==> src/rtl/blkdma_pkg.sv <==
package blkdma_pkg;

  typedef enum logic [1:0] {
    ST_IDLE = 2'd0,
    ST_RD   = 2'd1,
    ST_WR   = 2'd2
  } xfer_st_e;

  // address stepping modes
  localparam logic [1:0] AM_FIXED = 2'b00;
  localparam logic [1:0] AM_INC   = 2'b01;
  localparam logic [1:0] AM_DEC   = 2'b10;

  localparam logic [3:0]  REQ_AUTO  = 4'b0100;
  localparam logic [31:0] PHYS_MASK = 32'h1FFF_FFFF;

  localparam logic [2:0] SEL_SRC = 3'd0;
  localparam logic [2:0] SEL_DST = 3'd1;
  localparam logic [2:0] SEL_CNT = 3'd2;
  localparam logic [2:0] SEL_CTL = 3'd3;
  localparam logic [2:0] SEL_OPR = 3'd4;

  typedef struct packed {
    logic [3:0] usize;
    logic [3:0] req;
    logic [1:0] smode;
    logic [1:0] dmode;
  } chan_cfg_t;

  // beats of 32 bits per unit; zero marks an unsupported code
  function automatic logic [3:0] unit_beats(input logic [3:0] code);
    case (code)
      4'b0010: return 4'd1;
      4'b0011: return 4'd4;
      4'b0100: return 4'd8;
      default: return 4'd0;
    endcase
  endfunction

endpackage

==> src/rtl/blkdma_regs.sv <==
module blkdma_regs
  import blkdma_pkg::*;
#(
  parameter int AW = 32,
  parameter int CW = 24
) (
  input  logic          clk,
  input  logic          rst_n,
  input  logic          cfg_we,
  input  logic [2:0]    cfg_sel,
  input  logic [31:0]   cfg_wdata,
  output logic [31:0]   cfg_rdata,
  input  logic          unit_done,
  input  logic          te_set,
  input  logic          ae_set,
  input  logic [AW-1:0] nxt_src,
  input  logic [AW-1:0] nxt_dst,
  output logic [AW-1:0] src_q,
  output logic [AW-1:0] dst_q,
  output logic [CW-1:0] cnt_q,
  output chan_cfg_t     cfg_q,
  output logic          ch_en_q,
  output logic          te_q,
  output logic          men_q,
  output logic          ae_q
);
  localparam logic [CW-1:0] CNT_ONE = CW'(1);

  logic [AW-1:0] src_d, dst_d;
  logic [CW-1:0] cnt_d;
  chan_cfg_t     cfg_d;
  logic          ch_en_d, te_d, men_d, ae_d;
  logic          wr_src, wr_dst, wr_cnt, wr_ctl, wr_opr;
  logic          addr_en, ctl_en, opr_en;

  assign wr_src = cfg_we && (cfg_sel == SEL_SRC);
  assign wr_dst = cfg_we && (cfg_sel == SEL_DST);
  assign wr_cnt = cfg_we && (cfg_sel == SEL_CNT);
  assign wr_ctl = cfg_we && (cfg_sel == SEL_CTL);
  assign wr_opr = cfg_we && (cfg_sel == SEL_OPR);

  assign addr_en = unit_done | wr_src | wr_dst | wr_cnt;
  assign ctl_en  = wr_ctl | te_set;
  assign opr_en  = wr_opr | ae_set;

  always_comb begin
    src_d   = unit_done ? nxt_src : src_q;
    dst_d   = unit_done ? nxt_dst : dst_q;
    cnt_d   = unit_done ? (cnt_q - CNT_ONE) : cnt_q;
    cfg_d   = cfg_q;
    ch_en_d = ch_en_q;
    te_d    = te_q;
    men_d   = men_q;
    ae_d    = ae_q;
    if (wr_src) src_d = cfg_wdata[AW-1:0];
    if (wr_dst) dst_d = cfg_wdata[AW-1:0];
    if (wr_cnt) cnt_d = cfg_wdata[CW-1:0];
    if (wr_ctl) begin
      cfg_d   = cfg_wdata[15:4];
      ch_en_d = cfg_wdata[0];
      te_d    = te_q & cfg_wdata[1];   // software may only clear
    end
    if (wr_opr) begin
      men_d = cfg_wdata[0];
      ae_d  = ae_q & cfg_wdata[2];     // software may only clear
    end
    if (te_set) te_d = 1'b1;
    if (ae_set) ae_d = 1'b1;
  end

  always_ff @(posedge clk or negedge rst_n) begin
    if (!rst_n) begin
      src_q <= '0;
      dst_q <= '0;
      cnt_q <= '0;
    end else if (addr_en) begin
      src_q <= src_d;
      dst_q <= dst_d;
      cnt_q <= cnt_d;
    end
  end

  always_ff @(posedge clk or negedge rst_n) begin
    if (!rst_n) begin
      cfg_q   <= '0;
      ch_en_q <= 1'b0;
      te_q    <= 1'b0;
    end else if (ctl_en) begin
      cfg_q   <= cfg_d;
      ch_en_q <= ch_en_d;
      te_q    <= te_d;
    end
  end

  always_ff @(posedge clk or negedge rst_n) begin
    if (!rst_n) begin
      men_q <= 1'b0;
      ae_q  <= 1'b0;
    end else if (opr_en) begin
      men_q <= men_d;
      ae_q  <= ae_d;
    end
  end

  always_comb begin
    case (cfg_sel)
      SEL_SRC: cfg_rdata = 32'(src_q);
      SEL_DST: cfg_rdata = 32'(dst_q);
      SEL_CNT: cfg_rdata = 32'(cnt_q);
      SEL_CTL: cfg_rdata = {16'h0, cfg_q, 2'b00, te_q, ch_en_q};
      SEL_OPR: cfg_rdata = {29'h0, ae_q, 1'b0, men_q};
      default: cfg_rdata = 32'h0;
    endcase
  end

endmodule

==> src/rtl/blkdma_seq.sv <==
module blkdma_seq
  import blkdma_pkg::*;
#(
  parameter int AW = 32,
  parameter int CW = 24,
  parameter int DW = 32,
  parameter int BW = 3
) (
  input  logic          clk,
  input  logic          rst_n,
  input  chan_cfg_t     cfg,
  input  logic [AW-1:0] src,
  input  logic [AW-1:0] dst,
  input  logic [CW-1:0] cnt,
  input  logic          ch_en,
  input  logic          te,
  input  logic          men,
  input  logic          ae,
  input  logic          mem_ready,
  output logic          mem_req,
  output logic          mem_we,
  output logic [AW-1:0] mem_addr,
  output logic [BW-1:0] beat,
  output logic          cap_en,
  output logic          unit_done,
  output logic          te_set,
  output logic          ae_set,
  output logic [AW-1:0] nxt_src,
  output logic [AW-1:0] nxt_dst
);
  localparam int            LANE_SH = $clog2(DW / 8);
  localparam logic [BW-1:0] B_ONE   = BW'(1);

  xfer_st_e      st_q, st_d;
  logic [BW-1:0] beat_d;
  logic [BW:0]   beats;
  logic [AW-1:0] unit_bytes, align_mask, beat_off, src_a, dst_a;
  logic          armed, misal, go, last, seq_en;

  assign beats      = (BW+1)'(unit_beats(cfg.usize));
  assign unit_bytes = AW'(beats) << LANE_SH;
  assign align_mask = unit_bytes - AW'(1);
  assign misal      = |((src | dst) & align_mask);
  assign last       = ({1'b0, beat} == (beats - (BW+1)'(1)));

  assign armed  = (st_q == ST_IDLE) && men && ch_en && !te && !ae && (cfg.req == REQ_AUTO);
  assign te_set = armed && (cnt == '0);
  assign ae_set = armed && (cnt != '0) && ((beats == '0) || misal);
  assign go     = armed && (cnt != '0) && (beats != '0) && !misal;

  function automatic logic [AW-1:0] beat_addr(input logic [AW-1:0] base,
                                              input logic [1:0] mode,
                                              input logic [AW-1:0] off);
    return (mode == AM_INC || mode == AM_DEC) ? base + off : base;
  endfunction

  function automatic logic [AW-1:0] unit_step(input logic [AW-1:0] base,
                                              input logic [1:0] mode,
                                              input logic [AW-1:0] amt);
    case (mode)
      AM_INC:  return base + amt;
      AM_DEC:  return base - amt;
      default: return base;
    endcase
  endfunction

  assign beat_off = AW'(beat) << LANE_SH;
  assign src_a    = beat_addr(src, cfg.smode, beat_off);
  assign dst_a    = beat_addr(dst, cfg.dmode, beat_off);
  assign nxt_src  = unit_step(src, cfg.smode, unit_bytes);
  assign nxt_dst  = unit_step(dst, cfg.dmode, unit_bytes);

  assign mem_req   = (st_q != ST_IDLE);
  assign mem_we    = (st_q == ST_WR);
  assign mem_addr  = (mem_we ? dst_a : src_a) & AW'(PHYS_MASK);
  assign cap_en    = (st_q == ST_RD) && mem_ready;
  assign unit_done = (st_q == ST_WR) && mem_ready && last;
  assign seq_en    = go || (mem_req && mem_ready);

  always_comb begin
    st_d   = st_q;
    beat_d = beat;
    case (st_q)
      ST_IDLE: if (go) begin
        st_d   = ST_RD;
        beat_d = '0;
      end
      ST_RD: if (mem_ready) begin
        st_d   = last ? ST_WR : ST_RD;
        beat_d = last ? '0 : beat + B_ONE;
      end
      ST_WR: if (mem_ready) begin
        st_d   = last ? ST_IDLE : ST_WR;
        beat_d = last ? '0 : beat + B_ONE;
      end
      default: begin
        st_d   = ST_IDLE;
        beat_d = '0;
      end
    endcase
  end

  always_ff @(posedge clk or negedge rst_n) begin
    if (!rst_n) begin
      st_q <= ST_IDLE;
      beat <= '0;
    end else if (seq_en) begin
      st_q <= st_d;
      beat <= beat_d;
    end
  end

endmodule

==> src/rtl/blkdma_ubuf.sv <==
module blkdma_ubuf #(
  parameter int DW    = 32,
  parameter int DEPTH = 8,
  parameter int IW    = 3
) (
  input  logic          clk,
  input  logic          wr_en,
  input  logic [IW-1:0] wr_idx,
  input  logic [DW-1:0] wr_data,
  input  logic [IW-1:0] rd_idx,
  output logic [DW-1:0] rd_data
);
  logic [DEPTH-1:0][DW-1:0] ent;

  for (genvar i = 0; i < DEPTH; i++) begin : g_ent
    logic          hit;
    logic [DW-1:0] q;
    assign hit = wr_en && (wr_idx == IW'(i));
    always_ff @(posedge clk) begin
      if (hit) q <= wr_data;
    end
    assign ent[i] = q;
  end

  assign rd_data = ent[rd_idx];

endmodule

==> src/rtl/blk_xfer_dma.sv <==
module blk_xfer_dma
  import blkdma_pkg::*;
#(
  parameter int AW        = 32,
  parameter int CW        = 24,
  parameter int DW        = 32,
  parameter int MAX_BEATS = 8
) (
  input  logic          clk,
  input  logic          rst_n,
  input  logic          cfg_we,
  input  logic [2:0]    cfg_sel,
  input  logic [31:0]   cfg_wdata,
  output logic [31:0]   cfg_rdata,
  output logic          mem_req,
  output logic          mem_we,
  output logic [AW-1:0] mem_addr,
  output logic [DW-1:0] mem_wdata,
  input  logic          mem_ready,
  input  logic [DW-1:0] mem_rdata
);
  localparam int BW = $clog2(MAX_BEATS);

  logic [1:0]    rsync;
  logic          rst_sn;
  logic [AW-1:0] src_q, dst_q, nxt_src, nxt_dst;
  logic [CW-1:0] cnt_q;
  chan_cfg_t     cfg_q;
  logic          ch_en_q, te_q, men_q, ae_q;
  logic          unit_done, te_set, ae_set, cap_en;
  logic [BW-1:0] beat;

  // reset asserts at once, releases on a clock edge
  always_ff @(posedge clk or negedge rst_n) begin
    if (!rst_n) rsync <= 2'b00;
    else        rsync <= {rsync[0], 1'b1};
  end
  assign rst_sn = rsync[1];

  blkdma_regs #(.AW(AW), .CW(CW)) u_regs (
    .clk(clk), .rst_n(rst_sn),
    .cfg_we(cfg_we), .cfg_sel(cfg_sel), .cfg_wdata(cfg_wdata), .cfg_rdata(cfg_rdata),
    .unit_done(unit_done), .te_set(te_set), .ae_set(ae_set),
    .nxt_src(nxt_src), .nxt_dst(nxt_dst),
    .src_q(src_q), .dst_q(dst_q), .cnt_q(cnt_q), .cfg_q(cfg_q),
    .ch_en_q(ch_en_q), .te_q(te_q), .men_q(men_q), .ae_q(ae_q)
  );

  blkdma_seq #(.AW(AW), .CW(CW), .DW(DW), .BW(BW)) u_seq (
    .clk(clk), .rst_n(rst_sn),
    .cfg(cfg_q), .src(src_q), .dst(dst_q), .cnt(cnt_q),
    .ch_en(ch_en_q), .te(te_q), .men(men_q), .ae(ae_q),
    .mem_ready(mem_ready), .mem_req(mem_req), .mem_we(mem_we), .mem_addr(mem_addr),
    .beat(beat), .cap_en(cap_en), .unit_done(unit_done),
    .te_set(te_set), .ae_set(ae_set), .nxt_src(nxt_src), .nxt_dst(nxt_dst)
  );

  blkdma_ubuf #(.DW(DW), .DEPTH(MAX_BEATS), .IW(BW)) u_buf (
    .clk(clk), .wr_en(cap_en), .wr_idx(beat), .wr_data(mem_rdata),
    .rd_idx(beat), .rd_data(mem_wdata)
  );

endmodule

==> config.mk <==
export PLATFORM = sky130hd
export DESIGN_NAME = blk_xfer_dma
export DESIGN_NICKNAME = d
export VERILOG_FILES = /design/src/rtl/blkdma_pkg.sv /design/src/rtl/blkdma_regs.sv /design/src/rtl/blkdma_seq.sv /design/src/rtl/blkdma_ubuf.sv /design/src/rtl/blk_xfer_dma.sv
export SDC_FILE = /design/constraint.sdc
export NUM_CORES = 1
export LEC_CHECK = 0
export BUFFER_PORTS_ARGS = -buffer_cell sky130_fd_sc_hd__buf_2
export CAP_MARGIN = 20
export CELL_PAD_IN_SITES_DETAIL_PLACEMENT = 0
export CELL_PAD_IN_SITES_GLOBAL_PLACEMENT = 1
export CORE_MARGIN = 10
export CORE_UTILIZATION = 49
export CTS_BUF_LIST = sky130_fd_sc_hd__clkbuf_16
export CTS_CLUSTER_SIZE = 12
export DETAILED_ROUTE_END_ITERATION = 10
export GPL_TIMING_DRIVEN = 0
export PLACE_DENSITY = 0.76
export SLEW_MARGIN = 20
export SYNTH_ARGS = -nofsm -noshare
export SYNTH_HDL_FRONTEND = slang
export SYNTH_HIERARCHICAL = 1
export SYNTH_SLANG_ARGS = --single-unit
==> constraint.sdc <==
create_clock -name clk -period 3.6 [get_ports clk]
set_input_delay 0.54 -clock clk [delete_from_list [all_inputs] [get_ports clk]]
set_output_delay 0.54 -clock clk [all_outputs]
set_load 0.005 [all_outputs]
==> results.txt <==
Slew HR: 0.192
# nets final: 2269
Leak: 0.00969 uW
H-tree level count: 2
Remaining DRCs: 0
largest area contributor in the netlist: edfxtp_1
Via density: 6.15
R2R Setup Slk: -430 ps
R2R Path End: u_regs/src_q[30]
utilization after layout: 0.610
Seq/Total Area, Yosys: 0.498
most common cell after layout, fill and taps aside: edfxtp_1
CTS Root Cell: clkbuf_16
initial antenna violation count: 2
Distinct cells, synth: 78
critical path startpoint: u_regs/cfg_q[11]
setup TNS: -4540 ps
final setup violating endpoints: 31
Top Ports: 169
Site Rows: 75
WL per Instance: 24.8 um
max capacitance violation total: 0
I/O Buffers: 164
maximum vdd drop: 0.375 mV
Crit Path Class: reg -> reg
Post-Syn Instances: 1816
die height: 227 um
area of the die: 51600 um^2
synth top area cells: edfxtp_1 37%, dfrtp_1 13%, mux4_1 5.0%
Die Width: 227 um
synth warn: 6
violated checks: negative setup slack
min-delay worst type: reg -> async
CP Capture Type: register
pwr dens: 682 nW/um^2
top-area cell type share of the netlist area: 0.366
GPL Wtd Cong: 0.915
final hold vios: 0
WP data required: 4080 ps
CP Max Fanout: 5
CTS tree: done
fill count: 3413
Max Root-Sink Buffers: 3
syn avg cell area: 11.6 um^2
most frequent cells in the layout: 256 x edfxtp_1, 202 x nand2_1, 176 x buf_2
Critical Path AT: 4510 ps
Core ar.: 42200 um^2
via count: 16510
clock net sink count: 367
dpl hpwl: 47800 um
Starting DRT DRC Count: 1610
GRT overflow: 0
Initial DRT Pass Iterations: 6
minimum clock period: 4030 ps
vias in the first global route: 16266
Post-synth EDFFs: 256
worst r2r path cells: 16
FFs w/ async S/R, synth: 0.302
Worst Max-Slew Pin Slew: 1200 ps
Critical Path Source Type: register
Post-synth top flop: edfxtp_1
RSZ-0062 raised after global routing: yes
Layout area overhead: 22.4%
crit share post-route: 1.12
FF+latch count, synth: 367
CTS clk-pin slew, worst paths: 60 ps
final wirelength: 66600 um
Cell Area, Synth: 21000 um^2
r2r startpoint: u_regs/cfg_q[11]
Setup WS post-layout: -431 ps
f_max: 248 MHz
Initial Util: 0.498
max-slew violation count: 0
global-route wire length before repair: 98900 um
clk_lat worst skew: 570 ps
outcome: complete, but fails checks
largest net degree at the start of global routing: 54
total track usage: 0.253
CTS Buf Count: 40
antenna-violating nets left: 0
Final Skew: 23.1 ps
WHS: 205 ps
share of post-route cells with drive strength above 1: 0.273
==> final cells by class <==
| cell class | instances | area [um^2] | share of cell area |
|---|---|---|---|
| diodes | 2 | 5.00 | 0.000194 |
| plain buffers | 90 | 448 | 0.0174 |
| clock buffers | 41 | 1030 | 0.0399 |
| clock inverters | 28 | 199 | 0.00773 |
| inverters | 43 | 165 | 0.00642 |
| multi-input cells | 1319 | 11000 | 0.428 |
| flip-flops and latches | 367 | 10500 | 0.407 |
| well taps | 539 | 674 | 0.0262 |
| repair buffers | 255 | 1730 | 0.0673 |
==> cells by family after synthesis <==
logic type | count (synthesis) | synth area share
AND/OR/NAND/NOR | 511 | 0.115
AO/OA/AOI/OAI | 414 | 0.120
flip-flops | 367 | 0.498
multiplexers | 199 | 0.143
buffers and inverters | 135 | 0.0287
XOR/XNOR | 106 | 0.0442
adder cells (fa/ha/maj) | 82 | 0.0502
other | 2 | 0.000357
==> per-stage QoR <==
stage / cell area, um^2 / std cells / power (uW) / setup WS, ps
finish: 25700 / 2684 / 17500 / -431
global route: 25700 / 2682 / 18500 / -532
CTS: 25300 / 2664 / 17100 / -550
detailed placement: 22900 / 2538 / 12400 / -1180
global placement: 22600 / 2521 / 12200 / -2110
floorplan: 21100 / 1818 / 10100 / -257
==> what timing repair did <==
action,4_1_cts,5_1_grt
buffers inserted,56,20
endpoints found under the hold margin,2,0
cloned,2,1
hold buffers,1,0
resized for setup,167,93
pin swaps,75,80
setup endpoints to repair,105,96
==> cells in the mapped netlist (9+ instances only) <==
| cell | number |
|---|---|
| mux2i_1 | 84 |
| nor4_1 | 26 |
| nand4_1 | 13 |
| a21oi_1 | 82 |
| nor2b_1 | 11 |
| clkbuf_1 | 57 |
| buf_1 | 12 |
| nor2_1 | 100 |
| nand2b_1 | 20 |
| edfxtp_1 | 256 |
| nor3_1 | 22 |
| mux4_1 | 40 |
| a22oi_1 | 29 |
| mux2_2 | 51 |
| nand2_1 | 206 |
| mux4_2 | 24 |
| a31oi_1 | 14 |
| ha_1 | 78 |
| o31ai_1 | 15 |
| o21a_1 | 15 |
| inv_1 | 43 |
| a21o_1 | 22 |
| o21ai_0 | 168 |
| xnor2_1 | 57 |
| or4_1 | 11 |
| and2_1 | 11 |
| dfrtp_1 | 111 |
| nand3_1 | 36 |
| and3_1 | 14 |
| o211ai_1 | 9 |
| or3_1 | 14 |
| xor2_1 | 49 |
==> worst max path at each step <==
stage,endpoint,slack [ps],depth (start not counted)
6_report,u_regs/src_q[30],-430,16
5_1_grt,u_regs/src_q[30],-530,16
4_1_cts,u_regs/dst_q[29],-550,17
3_5_place_dp,u_regs/src_q[30],-1180,16
3_3_place_gp,u_buf/g_ent[0].q[6],-2110,5
2_1_floorplan,u_regs/dst_q[29],-260,18
==> critical path: stages, from the launching register on <==
cell       delay [ps]
dfrtp_2           470
or3_4             430
ha_4              170
ha_4              230
mux2i_4           220
ha_4              250
o21a_1            180
o31a_1            130
o311a_4           350
o2111ai_4         220
a211oi_2          130
o21ai_2           170
o211ai_1          120
or4_1             420
o211ai_1          200
mux2i_1           110
o21ai_1           140
==> flip-flops by register name (all words and copies together), names as in the netlist, 2 cells and up <==
name	count
u_buf/g_ent.q	256
u_regs/dst_q	32
u_regs/src_q	32
u_regs/cnt_q	24
u_regs/cfg_q	12
u_seq/beat	3
rsync	2
u_seq/st_q	2
==> per-layer routing <==
metal,GRT usage,part of all wire,vias up
li1,-,-,7472
met1,0.328,0.41,8251
met2,0.419,0.48,661
met3,0.0438,0.073,126
met4,0.0954,0.036,0
met5,0,0,-
==> where the power goes <==
| group | internal (uW) | switching [uW] | total, uW |
|---|---|---|---|
| Sequential | 4970 | 628 | 5600 |
| Clock | 2210 | 1660 | 3870 |
| Combinational | 3750 | 4330 | 8080 |
(Power assumes the default switching activity.)
